===== src/rtl/sigdet_pkg.sv =====
package sigdet_pkg;

  // control bits gathered from the configuration inputs
  typedef struct packed {
    logic invert;
    logic filt_en;
    logic ana_src;
    logic ana_ovr;
  } sd_ctl_t;

  // positions of the sticky change flags in the flag bank
  localparam int unsigned CHG_FILT = 0;
  localparam int unsigned CHG_ANA  = 1;
  localparam int unsigned NUM_CHG  = 2;

endpackage


===== src/rtl/sd_deglitch.sv =====
// Synchronizer followed by a stability window: the output takes a new
// level only once every entry of the window holds it.
module sd_deglitch #(
  parameter int unsigned SYNC_STAGES   = 2,  // at least 2
  parameter int unsigned STABLE_CYCLES = 2   // at least 2
) (
  input  logic clk,
  input  logic rst,
  input  logic d_i,
  output logic q_o
);

  localparam int unsigned HIST_W = STABLE_CYCLES - 1;

  logic [SYNC_STAGES-1:0]   sync_q;
  logic [HIST_W-1:0]        hist_q;
  logic [STABLE_CYCLES-1:0] win;
  logic                     lvl_q;

  always_ff @(posedge clk) begin
    if (rst) begin
      sync_q <= '0;
    end else begin
      sync_q[0] <= d_i;
      for (int i = 1; i < int'(SYNC_STAGES); i++) begin
        sync_q[i] <= sync_q[i-1];
      end
    end
  end

  always_ff @(posedge clk) begin
    if (rst) begin
      hist_q <= '0;
    end else begin
      hist_q[0] <= sync_q[SYNC_STAGES-1];
      for (int i = 1; i < int'(HIST_W); i++) begin
        hist_q[i] <= hist_q[i-1];
      end
    end
  end

  assign win = {hist_q, sync_q[SYNC_STAGES-1]};

  always_ff @(posedge clk) begin
    if (rst) begin
      lvl_q <= 1'b0;
    end else if (&win) begin
      lvl_q <= 1'b1;
    end else if (~|win) begin
      lvl_q <= 1'b0;
    end
  end

  assign q_o = lvl_q;

endmodule


===== src/rtl/sd_hold_filter.sv =====
// Accepts a new input level only after it has persisted HOLD_CYCLES edges.
module sd_hold_filter #(
  parameter int unsigned HOLD_CYCLES = 8   // at least 1
) (
  input  logic clk,
  input  logic rst,
  input  logic d_i,
  output logic q_o
);

  localparam int unsigned CW       = $clog2(HOLD_CYCLES + 1);
  localparam logic [CW-1:0] LAST_C = CW'(HOLD_CYCLES - 1);

  logic [CW-1:0] cnt_q;
  logic          lvl_q;

  always_ff @(posedge clk) begin
    if (rst) begin
      cnt_q <= '0;
      lvl_q <= 1'b0;
    end else if (d_i == lvl_q) begin
      cnt_q <= '0;
    end else if (cnt_q == LAST_C) begin
      cnt_q <= '0;
      lvl_q <= d_i;
    end else begin
      cnt_q <= cnt_q + 1'b1;
    end
  end

  assign q_o = lvl_q;

endmodule


===== src/rtl/sd_sticky_bank.sv =====
// One sticky change flag per level; a toggle outranks the clear.
module sd_sticky_bank #(
  parameter int unsigned N = 2
) (
  input  logic         clk,
  input  logic         rst,
  input  logic [N-1:0] lvl_i,
  input  logic         clr_i,
  output logic [N-1:0] flag_o
);

  for (genvar g = 0; g < int'(N); g++) begin : g_flag
    logic prev_q;
    logic flag_q;
    logic toggle;

    assign toggle = lvl_i[g] ^ prev_q;

    always_ff @(posedge clk) begin
      if (rst) begin
        prev_q <= 1'b0;
        flag_q <= 1'b0;
      end else begin
        prev_q <= lvl_i[g];
        flag_q <= toggle | (flag_q & ~clr_i);
      end
    end

    assign flag_o[g] = flag_q;
  end

endmodule


===== src/rtl/sd_link_latch.sv =====
// Armed by a write strobe; records any cycle with the link down afterwards.
module sd_link_latch (
  input  logic clk,
  input  logic rst,
  input  logic arm_i,
  input  logic link_up_i,
  output logic lost_o
);

  logic armed_q;
  logic lost_q;

  always_ff @(posedge clk) begin
    if (rst) begin
      armed_q <= 1'b0;
      lost_q  <= 1'b0;
    end else if (arm_i) begin
      armed_q <= 1'b1;
      lost_q  <= 1'b0;
    end else if (armed_q && !link_up_i) begin
      lost_q  <= 1'b1;
    end
  end

  assign lost_o = lost_q;

endmodule


===== src/rtl/sigdet_cond.sv =====
module sigdet_cond
  import sigdet_pkg::*;
#(
  parameter int unsigned SYNC_STAGES   = 2,
  parameter int unsigned STABLE_CYCLES = 2,
  parameter int unsigned HOLD_CYCLES   = 8
) (
  input  logic clk,
  input  logic rst,
  input  logic sd_pin_i,
  input  logic ana_det_i,
  input  logic link_up_i,
  input  logic ctl_invert_i,
  input  logic ctl_filt_en_i,
  input  logic ctl_ana_src_i,
  input  logic ctl_ana_ovr_i,
  input  logic arm_wr_i,
  input  logic rd_strobe_i,
  output logic st_pin_o,
  output logic st_pol_o,
  output logic st_filt_o,
  output logic st_ana_o,
  output logic st_filt_chg_o,
  output logic st_ana_chg_o,
  output logic st_link_lost_o
);

  sd_ctl_t            ctl;
  logic               pol_c;
  logic               clean_lvl;
  logic               held_lvl;
  logic               pin_q, pol_q, filt_q, ana_q;
  logic [NUM_CHG-1:0] chg_lvl;
  logic [NUM_CHG-1:0] chg_flag;

  assign ctl = '{invert:  ctl_invert_i,
                 filt_en: ctl_filt_en_i,
                 ana_src: ctl_ana_src_i,
                 ana_ovr: ctl_ana_ovr_i};

  assign pol_c = sd_pin_i ^ ctl.invert;

  sd_deglitch #(
    .SYNC_STAGES  (SYNC_STAGES),
    .STABLE_CYCLES(STABLE_CYCLES)
  ) deglitch_i (
    .clk(clk),
    .rst(rst),
    .d_i(pol_c),
    .q_o(clean_lvl)
  );

  sd_hold_filter #(
    .HOLD_CYCLES(HOLD_CYCLES)
  ) hold_i (
    .clk(clk),
    .rst(rst),
    .d_i(clean_lvl),
    .q_o(held_lvl)
  );

  always_ff @(posedge clk) begin
    if (rst) begin
      pin_q  <= 1'b0;
      pol_q  <= 1'b0;
      filt_q <= 1'b0;
      ana_q  <= 1'b0;
    end else begin
      pin_q  <= sd_pin_i;
      pol_q  <= pol_c;
      filt_q <= ctl.filt_en ? held_lvl : 1'b1;
      ana_q  <= ctl.ana_src ? ana_det_i : ctl.ana_ovr;
    end
  end

  assign chg_lvl[CHG_FILT] = filt_q;
  assign chg_lvl[CHG_ANA]  = ana_q;

  sd_sticky_bank #(
    .N(NUM_CHG)
  ) flags_i (
    .clk   (clk),
    .rst   (rst),
    .lvl_i (chg_lvl),
    .clr_i (rd_strobe_i),
    .flag_o(chg_flag)
  );

  sd_link_latch link_i (
    .clk      (clk),
    .rst      (rst),
    .arm_i    (arm_wr_i),
    .link_up_i(link_up_i),
    .lost_o   (st_link_lost_o)
  );

  assign st_pin_o      = pin_q;
  assign st_pol_o      = pol_q;
  assign st_filt_o     = filt_q;
  assign st_ana_o      = ana_q;
  assign st_filt_chg_o = chg_flag[CHG_FILT];
  assign st_ana_chg_o  = chg_flag[CHG_ANA];

endmodule


===== config.mk =====
export PLATFORM = sky130hd
export DESIGN_NAME = sigdet_cond
export DESIGN_NICKNAME = d
export VERILOG_FILES = /design/src/rtl/sigdet_pkg.sv /design/src/rtl/sd_deglitch.sv /design/src/rtl/sd_hold_filter.sv /design/src/rtl/sd_sticky_bank.sv /design/src/rtl/sd_link_latch.sv /design/src/rtl/sigdet_cond.sv
export SDC_FILE = /design/constraint.sdc
export NUM_CORES = 1
export LEC_CHECK = 0
export BUFFER_PORTS_ARGS = -buffer_cell sky130_fd_sc_hd__buf_2
export CORE_AREA = 2 2 42 44
export CTS_CLUSTER_SIZE = 14
export DETAILED_ROUTE_END_ITERATION = 12
export DIE_AREA = 0 0 44 46
export PLACE_DENSITY = 0.66
export SLEW_MARGIN = 25
export SYNTH_ARGS = -nofsm -noshare
export SYNTH_HDL_FRONTEND = slang
export SYNTH_SLANG_ARGS = --single-unit

===== constraint.sdc =====
create_clock -name clk -period 1.2 [get_ports clk]
set_clock_uncertainty 0.05 [all_clocks]
set_input_delay 0.12 -clock clk [delete_from_list [all_inputs] [get_ports clk]]
set_output_delay 0.12 -clock clk [all_outputs]
set_load 0.005 [all_outputs]

==> out/results.tsv, run 1 <==
stage	metric	value	unit
placed_design	dpl.cell_count	93	
global_route	grt_use_met1	0.116	
cts	clock_tree_from_tritoncts	yes	
routing	drt-vias-per-instance	4.39	
placed_design	dp_hpwl	667	um
status	violations	setup timing	
cts	ctsLongestPathBuffers	2	
synthesis	ys_types	15	
floorplanning	std_cell_rows	15	
floorplanning	fp.dieW	44	um
timing	hold_viol_final	0	
global_route	met3_usage	0.0476	
min_path	worst_hold_path_type	input pin to flop	
timing	worst_slew_margin_rel	0.836	
pwr	vdd.ir_drop.worst	1.01	mV
synthesis	synth_warnings	0	
setup_path	cpMaxStageDelayCell	sky130_fd_sc_hd__or3_4	
pwr	cellPowerDensity	1310	mW/mm2
floorplanning	start_util	0.381	
routing	detail_route.wl_per_cell	9.27	um
floorplanning	die_area	0.00202	mm2
setup_path	crit_family	simple AND/OR/NAND/NOR gates	
global_route	grt_pass1_vias	364	
global_route	grt_antenna_before_repair	0	
placed_design	gp_routability_congestion	0.608	
timing	worst_slew_pin_slew	0.246	ns
final_layout	final_cell_count_no_fill	100	
timing	setup_violations	4	
setup_path	slowest_delay	0.37	ns
cts	cts-root-buf	sky130_fd_sc_hd__clkbuf_4	
setup_path	timing.critical_path.cells	ha_4 > and3b_1 > or3_4 > nor2_1	
synthesis	synthDominantCellAreaShare	0.587	
final_layout	multi_input_gate_area	259	um2
timing	maxSlewViolCount	0	
timing	final.setup.worst_slack	-0.0275	ns
timing	max_clock_freq	815	MHz
global_route	highest_utilization_routing_layer_at_the_global_route_stage	met2	
setup_path	worst_ep_required_time	1.38	ns
timing	grt_setup_unrepaired	yes	
synthesis	yosys.area.top_type	sky130_fd_sc_hd__dfxtp_1	
floorplanning	floorplan.io_pins	18	
job	total_of_max_cap_violations	0	
synthesis	yosysSeqAreaShare	0.587	
final_layout	final_net_count	97	
setup_path	ff2ff_setup_slack	-0.03	ns
final_layout	fillers	157	
global_route	grt_first_pass_wirelength	1410	um
global_route	pin_count_of_the_biggest_net_entering_global_routing	16	
routing	firstDrtPassIters	2	
synthesis	synth-seq-cells	18	
final_layout	drive_above_1_share	0.373	
routing	detail-route-antenna-nets	0	
setup_path	cp-end-kind	flop	
cts	clkTransAtPathRegs	0.10	ns
setup_path	crit_fanout	4	
final_layout	flow.area_growth_from_synthesis	33.2	%
cts	clock_tree.htree_level_count	1	
routing	postRouteWirelength	927	um
floorplanning	core_area	0.00161	mm2
global_route	globalRouteOverflowTotal	0	
floorplanning	dieHeight	46	um
routing	drt_first_iter_violations	1	
cts	total_number_of_clock_tree_sinks	18	
placed_design	port_buffers	17	
setup_path	timing.critical_path.from_type	flop	
synthesis	synth.area.top_cells	sky130_fd_sc_hd__dfxtp_1 (59%), sky130_fd_sc_hd__xnor2_1 (7.1%), sky130_fd_sc_hd__nor2_1 (6.1%)	
final_layout	diodes	0	
timing	fin_crit	1.23	ns
global_route	gr-usage-met2	0.144	
timing	final.period_utilization	1.02	
pwr	leakage	0.356	nW
setup_path	timing.critical_path.buf_inv	0	
routing	routed-via-count	439	
timing	finalHoldWorstSlack	0.0170	ns
final_layout	ff_latch_area	363	um2
routing	drt_drc_violations_left	0	
status	outcome	complete, but fails checks	
cts	tritoncts.num_buffers	3	
synthesis	post_synth_inst_count	58	
synthesis	syn_area	614	um2
cts	worstSkewPairLatency	0.29	ns
global_route	track_usage	0.100	
setup_path	criticalPathCategory	flop to flop	
setup_path	cp.arrival	1.41	ns
synthesis	syn_nets	71	
synthesis	post_synth.cell_area_avg	10.6	um2
==> metal layers <==
layer / share of wire / wire (um) / vias to the layer above
met1: 0.44 / 408 / 194
li1: - / - / 234
met4: 0.016 / 15 / 0
met2: 0.50 / 463 / 9
met3: 0.042 / 39 / 2
met5: 0 / 0 / -
==> worst paths after layout <==
kind                                      startpoint                   end  cells after the start
worst min register to register  deglitch_i.sync_q[0]  deglitch_i.sync_q[1]                      1
worst max-delay path                 hold_i.cnt_q[0]       hold_i.cnt_q[3]                      4
worst min-delay path                   ctl_ana_ovr_i              st_ana_o                      3
worst max register to register       hold_i.cnt_q[0]       hold_i.cnt_q[3]                      4
==> what timing repair did <==
item                                   CTS  global route
endpoints found under the hold margin    3             0
pin swaps                                2             0
resized for setup                        3             3
hold buffers                             2             0
buffers inserted                         1             0
setup endpoints to repair                5             5
==> synth_stat cells <==
cell                       instances
sky130_fd_sc_hd__a21oi_1           4
sky130_fd_sc_hd__and3b_1           1
sky130_fd_sc_hd__clkbuf_1          1
sky130_fd_sc_hd__dfxtp_1          18
sky130_fd_sc_hd__ha_1              2
sky130_fd_sc_hd__inv_1             3
sky130_fd_sc_hd__mux2i_1           3
sky130_fd_sc_hd__nand2b_1          2
sky130_fd_sc_hd__nand3_1           1
sky130_fd_sc_hd__nor2_1           10
sky130_fd_sc_hd__nor2b_1           5
sky130_fd_sc_hd__nor3_1            1
sky130_fd_sc_hd__or3_4             1
sky130_fd_sc_hd__xnor2_1           5
sky130_fd_sc_hd__xor2_1            1
==> cells by family after synthesis <==
family / synth area share
AND/OR/NAND/NOR: 0.181
multiplexers: 0.0489
buffers and inverters: 0.0244
AO/OA/AOI/OAI: 0.0326
XOR/XNOR: 0.0855
adder cells (fa/ha/maj): 0.0407
flip-flops: 0.587
==> power breakdown <==
part / switching (mW) / internal, mW
clock: 0.176 / 0.185
sequential: 0.0117 / 0.621
combinational: 0.0309 / 0.0469
total: 0.219 / 0.853
==> cell type report <==
cell class                      count  area share
Inverter                            3      0.0138
Multi-Input combinational cell     36       0.317
Timing Repair Buffer               22       0.156
Sequential cell                    18       0.443
Tap cell                           17      0.0260
Clock buffer                        4      0.0443
==> flip-flops by register name, indices dropped and copies added (netlist names) <==
name and cells:
deglitch_i.q_o 1, st_filt_o 1, deglitch_i.hist_q 1, hold_i.cnt_q 4
deglitch_i.sync_q 2, link_i.lost_o 1, flags_i.g_flag.prev_q 2, st_ana_o 1
flags_i.g_flag.flag_q 2, link_i.armed_q 1, hold_i.q_o 1, st_pin_o 1
==> cells in the final DEF (no fill, tap or decap), types with 3 or more instances in the layout <==
| cell | count |
|---|---|
| sky130_fd_sc_hd__inv_1 | 3 |
| sky130_fd_sc_hd__nor2_2 | 3 |
| sky130_fd_sc_hd__nor2_1 | 7 |
| sky130_fd_sc_hd__xnor2_1 | 5 |
| sky130_fd_sc_hd__buf_2 | 17 |
| sky130_fd_sc_hd__clkbuf_4 | 3 |
| sky130_fd_sc_hd__nor2b_1 | 5 |
| sky130_fd_sc_hd__a21oi_1 | 4 |
| sky130_fd_sc_hd__dfxtp_1 | 16 |
| sky130_fd_sc_hd__mux2i_1 | 3 |
| sky130_fd_sc_hd__buf_4 | 3 |
==> metrics by stage <==
step / power [mW] / setup slack, ns / setup TNS [ns] / instance area [um2] / utilization
floorplan: 0.682 / -0.0322 / -0.129 / 617 / -
global placement: 0.718 / -0.0417 / -0.154 / 734 / 0.455
detailed placement: 0.720 / -0.0797 / -0.313 / 734 / 0.455
CTS: 1.09 / -0.0346 / -0.115 / 811 / 0.502
global route: 1.13 / -0.0867 / -0.370 / 818 / 0.507
finish: 1.07 / -0.0275 / -0.0887 / 818 / 0.507
==> tightest hold or removal path, cell delays in order <==
cell	delay, ns
sky130_fd_sc_hd__buf_2	0.08
sky130_fd_sc_hd__mux2i_1	0.05
sky130_fd_sc_hd__nor2_1	0.08
Note: power is estimated with default switching activity, not from simulation.
==> run 2, diff against run 1 <==
- ABC_AREA: unset -> 1
- CORE_AREA: 2 2 42 44 -> 2 2 43 45
- DIE_AREA: 0 0 44 46 -> 0 0 45 47
- GPL_ROUTABILITY_DRIVEN: unset -> 0
- PLACE_DENSITY: 0.66 -> 0.67
- SLEW_MARGIN: 25 -> unset
==> out/results.tsv, run 2 <==
stage	metric	value	unit	change
status	outcome	finished clean		was complete, but fails checks
final_layout	multi_input_gate_area	233	um2	was 259 um2
setup_path	critical_path.reg2reg.endpoint	hold_i.cnt_q[0]		was hold_i.cnt_q[3]
setup_path	worst_ep_required_time	1.34	ns	was 1.38 ns
setup_path	setup.worst_path.start	hold_i.cnt_q[0]		unchanged
setup_path	timing.critical_path.from_type	flop		unchanged
synthesis	yosysSeqAreaShare	0.536		was 0.587
timing	worst_slew_margin_rel	0.840		was 0.836
synthesis	most_instantiated_cells_after_synthesis	sky130_fd_sc_hd__dfxtp_1 (18), sky130_fd_sc_hd__inv_1 (17), sky130_fd_sc_hd__nor2_1 (14)		was sky130_fd_sc_hd__dfxtp_1 (18), sky130_fd_sc_hd__nor2_1 (10), sky130_fd_sc_hd__nor2b_1 (5), sky130_fd_sc_hd__xnor2_1 (5), sky130_fd_sc_hd__a21oi_1 (4)
floorplanning	core_area	0.00165	mm2	was 0.00161 mm2
min_path	min_path_cells	3		unchanged
cts	cts-root-buf	sky130_fd_sc_hd__clkbuf_4		unchanged
synthesis	syn_area	672	um2	was 614 um2
synthesis	synth_warnings	0		unchanged
placed_design	port_buffers	17		unchanged
synthesis	yosysMostFrequentCell	sky130_fd_sc_hd__dfxtp_1		unchanged
setup_path	ff2ff_setup_slack	0.18	ns	was -0.03 ns
synthesis	synth-seq-cells	18		unchanged
timing	setup_tns	0	ns	was -0.0887 ns
setup_path	crit_fanout	4		unchanged
floorplanning	die_area	0.00212	mm2	was 0.00202 mm2
pwr	p_int	858	uW	was 853 uW
floorplanning	std_cell_rows	15		unchanged
pwr	power.sequential.fraction	0.579		was 0.590
timing	max_clock_freq	977	MHz	was 815 MHz
synthesis	synth.area.top_cells	sky130_fd_sc_hd__dfxtp_1 (54%), sky130_fd_sc_hd__inv_1 (9.5%), sky130_fd_sc_hd__nor2_1 (7.8%)		was sky130_fd_sc_hd__dfxtp_1 (59%), sky130_fd_sc_hd__xnor2_1 (7.1%), sky130_fd_sc_hd__nor2_1 (6.1%)
synthesis	synthDominantCellAreaShare	0.536		was 0.587
final_layout	largest_register_ffs	4		unchanged
cts	worstSkewPairLatency	0.29	ns	about the same
final_layout	drive_above_1_share	0.231		was 0.373
pwr	leakage	0.429	nW	was 0.356 nW
cts	tritoncts.num_buffers	3		unchanged
final_layout	flow.area_growth_from_synthesis	27.0	%	was 33.2%
setup_path	cp-end-kind	flop		unchanged
timing	setup_violations	0		was 4
final_layout	largest-register	hold_i.cnt_q		unchanged
pwr	p_sw	239	uW	was 219 uW
pwr	comb_power_share	0.088		was 0.073
global_route	grt_pass1_vias	471		was 364
placed_design	dp_hpwl	799	um	was 667 um
timing	grt_setup_unrepaired	no		was yes
timing	maxSlewViolCount	0		unchanged
min_path	worst_hold_path.endpoint	link_i.armed_q		was st_ana_o
routing	drt_first_iter_violations	11		was 1
final_layout	layout_common_cells	sky130_fd_sc_hd__dfxtp_1 (18), sky130_fd_sc_hd__inv_1 (17), sky130_fd_sc_hd__buf_2 (17)		was sky130_fd_sc_hd__buf_2 (17), sky130_fd_sc_hd__dfxtp_1 (16), sky130_fd_sc_hd__nor2_1 (7)
synthesis	ys_async_sr_fraction	0		unchanged
min_path	min_from	arm_wr_i		was ctl_ana_ovr_i
routing	detail_route.wl_per_cell	8.57	um	was 9.27 um
routing	detail-route-antenna-nets	0		unchanged
cts	clkTransAtPathRegs	0.10	ns	about the same
synthesis	syn_nets	96		was 71
timing	worst_slew_pin_slew	0.240	ns	was 0.246 ns
cts	total_number_of_clock_tree_sinks	18		unchanged
cts	clock_tree_from_tritoncts	yes		unchanged
timing	final.period_utilization	0.853		was 1.02
setup_path	criticalPathCategory	flop to flop		unchanged
job	total_of_max_cap_violations	0		unchanged
global_route	pin_count_of_the_biggest_net_entering_global_routing	11		was 16
timing	hold_viol_final	0		unchanged
synthesis	synth_ff_type	sky130_fd_sc_hd__dfxtp_1		unchanged
final_layout	final_net_count	122		was 97
setup_path	rr_startpoint	hold_i.cnt_q[0]		unchanged
floorplanning	start_util	0.407		was 0.381
pwr	p_sw_frac	0.218		was 0.204
placed_design	place_area	767	um2	was 734 um2
final_layout	final_cell_count_no_fill	125		was 100
placed_design	dpl.cell_count	116		was 93
global_route	grt_first_pass_wirelength	1920	um	was 1410 um
final_layout	diodes	0		unchanged
pwr	vdd.ir_drop.worst	0.569	mV	was 1.01 mV
setup_path	cp.arrival	1.16	ns	was 1.41 ns
routing	firstDrtPassIters	4		was 2
timing	fin_crit	1.02	ns	was 1.23 ns
routing	drt_drc_violations_left	0		unchanged
synthesis	yosys.area.top_type	sky130_fd_sc_hd__dfxtp_1		unchanged
synthesis	post_synth_inst_count	83		was 58
routing	drt-vias-per-instance	4.42		was 4.39
setup_path	cell_count_of_the_worst_reg_to_reg_path	4		unchanged
final_layout	fillers	171		was 157
cts	ctsLongestPathBuffers	2		unchanged
synthesis	ys_types	14		was 15
synthesis	post_synth.cell_area_avg	8.10	um2	was 10.6 um2
global_route	track_usage	0.131		was 0.100
final_layout	postLayoutCellArea	853	um2	was 818 um2
floorplanning	floorplan.io_pins	18		unchanged
floorplanning	dieHeight	47	um	was 46 um
global_route	globalRouteOverflowTotal	0		unchanged
final_layout	ff_latch_area	360	um2	was 363 um2
final_layout	post-route-util	0.517		was 0.507
routing	routed-via-count	553		was 439
cts	clock_tree.htree_level_count	1		unchanged
pwr	clockPowerShare	0.333		was 0.337
routing	postRouteWirelength	1070	um	was 927 um
min_path	worst_hold_path_type	input pin to flop		unchanged
global_route	grt_antenna_before_repair	0		unchanged
floorplanning	fp.dieW	45	um	was 44 um
final_layout	layout_commonest_cell	sky130_fd_sc_hd__dfxtp_1		was sky130_fd_sc_hd__buf_2
pwr	finalPower	1.10	mW	was 1.07 mW
pwr	cellPowerDensity	1290	mW/mm2	was 1310 mW/mm2
synthesis	synth_enable_flop_cells	0		unchanged
==> run 2: cell count changes after synthesis, sizes merged, moves of 2 or more <==
cell and change:
nand3 +4, o21ai +4, nand2b -2, nor2 +5
nor2b -5, xnor2 -4, mux2i -3, nand2 +13
inv +15
==> run 2: cell families (layout without fill, tap and decap cells) <==
logic type,count (synthesis),after routing,share of synthesized area
and+or+nand+nor,34,34,0.229
buffers and inverters,19,44,0.117
DFF,18,18,0.536
AOI/OAI and AO/OA,9,9,0.0670
adders and majority gates,2,2,0.0372
xor gates and xnor gates,1,1,0.0130
==> run 2: per-layer routing <==
| layer | GRT usage | up-vias | share of wire |
|---|---|---|---|
| met2 | 0.183 | 11 | 0.45 |
| met3 | 0.0500 | 2 | 0.060 |
| met4 | 0.106 | 0 | 0.013 |
| li1 | - | 299 | - |
| met5 | 0 | - | 0 |
| met1 | 0.159 | 241 | 0.48 |
==> run 2: area by class of cell <==
| class | count | area share |
|---|---|---|
| Multi-Input combinational cell | 46 | 0.273 |
| Timing Repair Buffer | 22 | 0.158 |
| Tap cell | 17 | 0.0249 |
| Inverter | 18 | 0.0792 |
| Sequential cell | 18 | 0.422 |
| Clock buffer | 4 | 0.0425 |
==> run 2: worst max-delay path by stage <==
stage,end,depth (start not counted)
floorplan,hold_i.cnt_q[2],4
global placement,hold_i.cnt_q[2],4
detailed placement,hold_i.cnt_q[0],4
CTS,hold_i.cnt_q[0],4
finish,hold_i.cnt_q[0],4
global route,hold_i.cnt_q[2],4
==> run 2: critical path, stage by stage (launching register included) <==
cell                      delay, ns
sky130_fd_sc_hd__dfxtp_1       0.38
sky130_fd_sc_hd__ha_1          0.22
sky130_fd_sc_hd__nand3_2       0.11
sky130_fd_sc_hd__nand3_2       0.12
sky130_fd_sc_hd__nor2_1        0.04
==> run 2: metrics by stage <==
step	hold slack, ns	worst slack, ns
6_report	0.0327	0.176
5_1_grt	0.00989	0.0488
4_1_cts	0.00371	0.166
3_5_place_dp	0.253	0.178
3_3_place_gp	0.253	0.211
2_1_floorplan	0.159	0.257
==> run 2: power groups by stage <==
stage          registers (mW)  logic [mW]  clock network [mW]
2_1_floorplan           0.650      0.0475                   0
6_report                0.635      0.0962               0.365
5_1_grt                 0.640       0.112               0.412
4_1_cts                 0.636      0.0955               0.380
3_5_place_dp            0.649      0.0852                   0
3_3_place_gp            0.648      0.0823                   0
==> run 2: what timing repair did <==
action	in CTS	in global routing
endpoints found under the setup margin	0	0
gates resized for setup	0	0
setup buffers	0	0
hold buffers	4	1
hold endpoints to repair	4	1
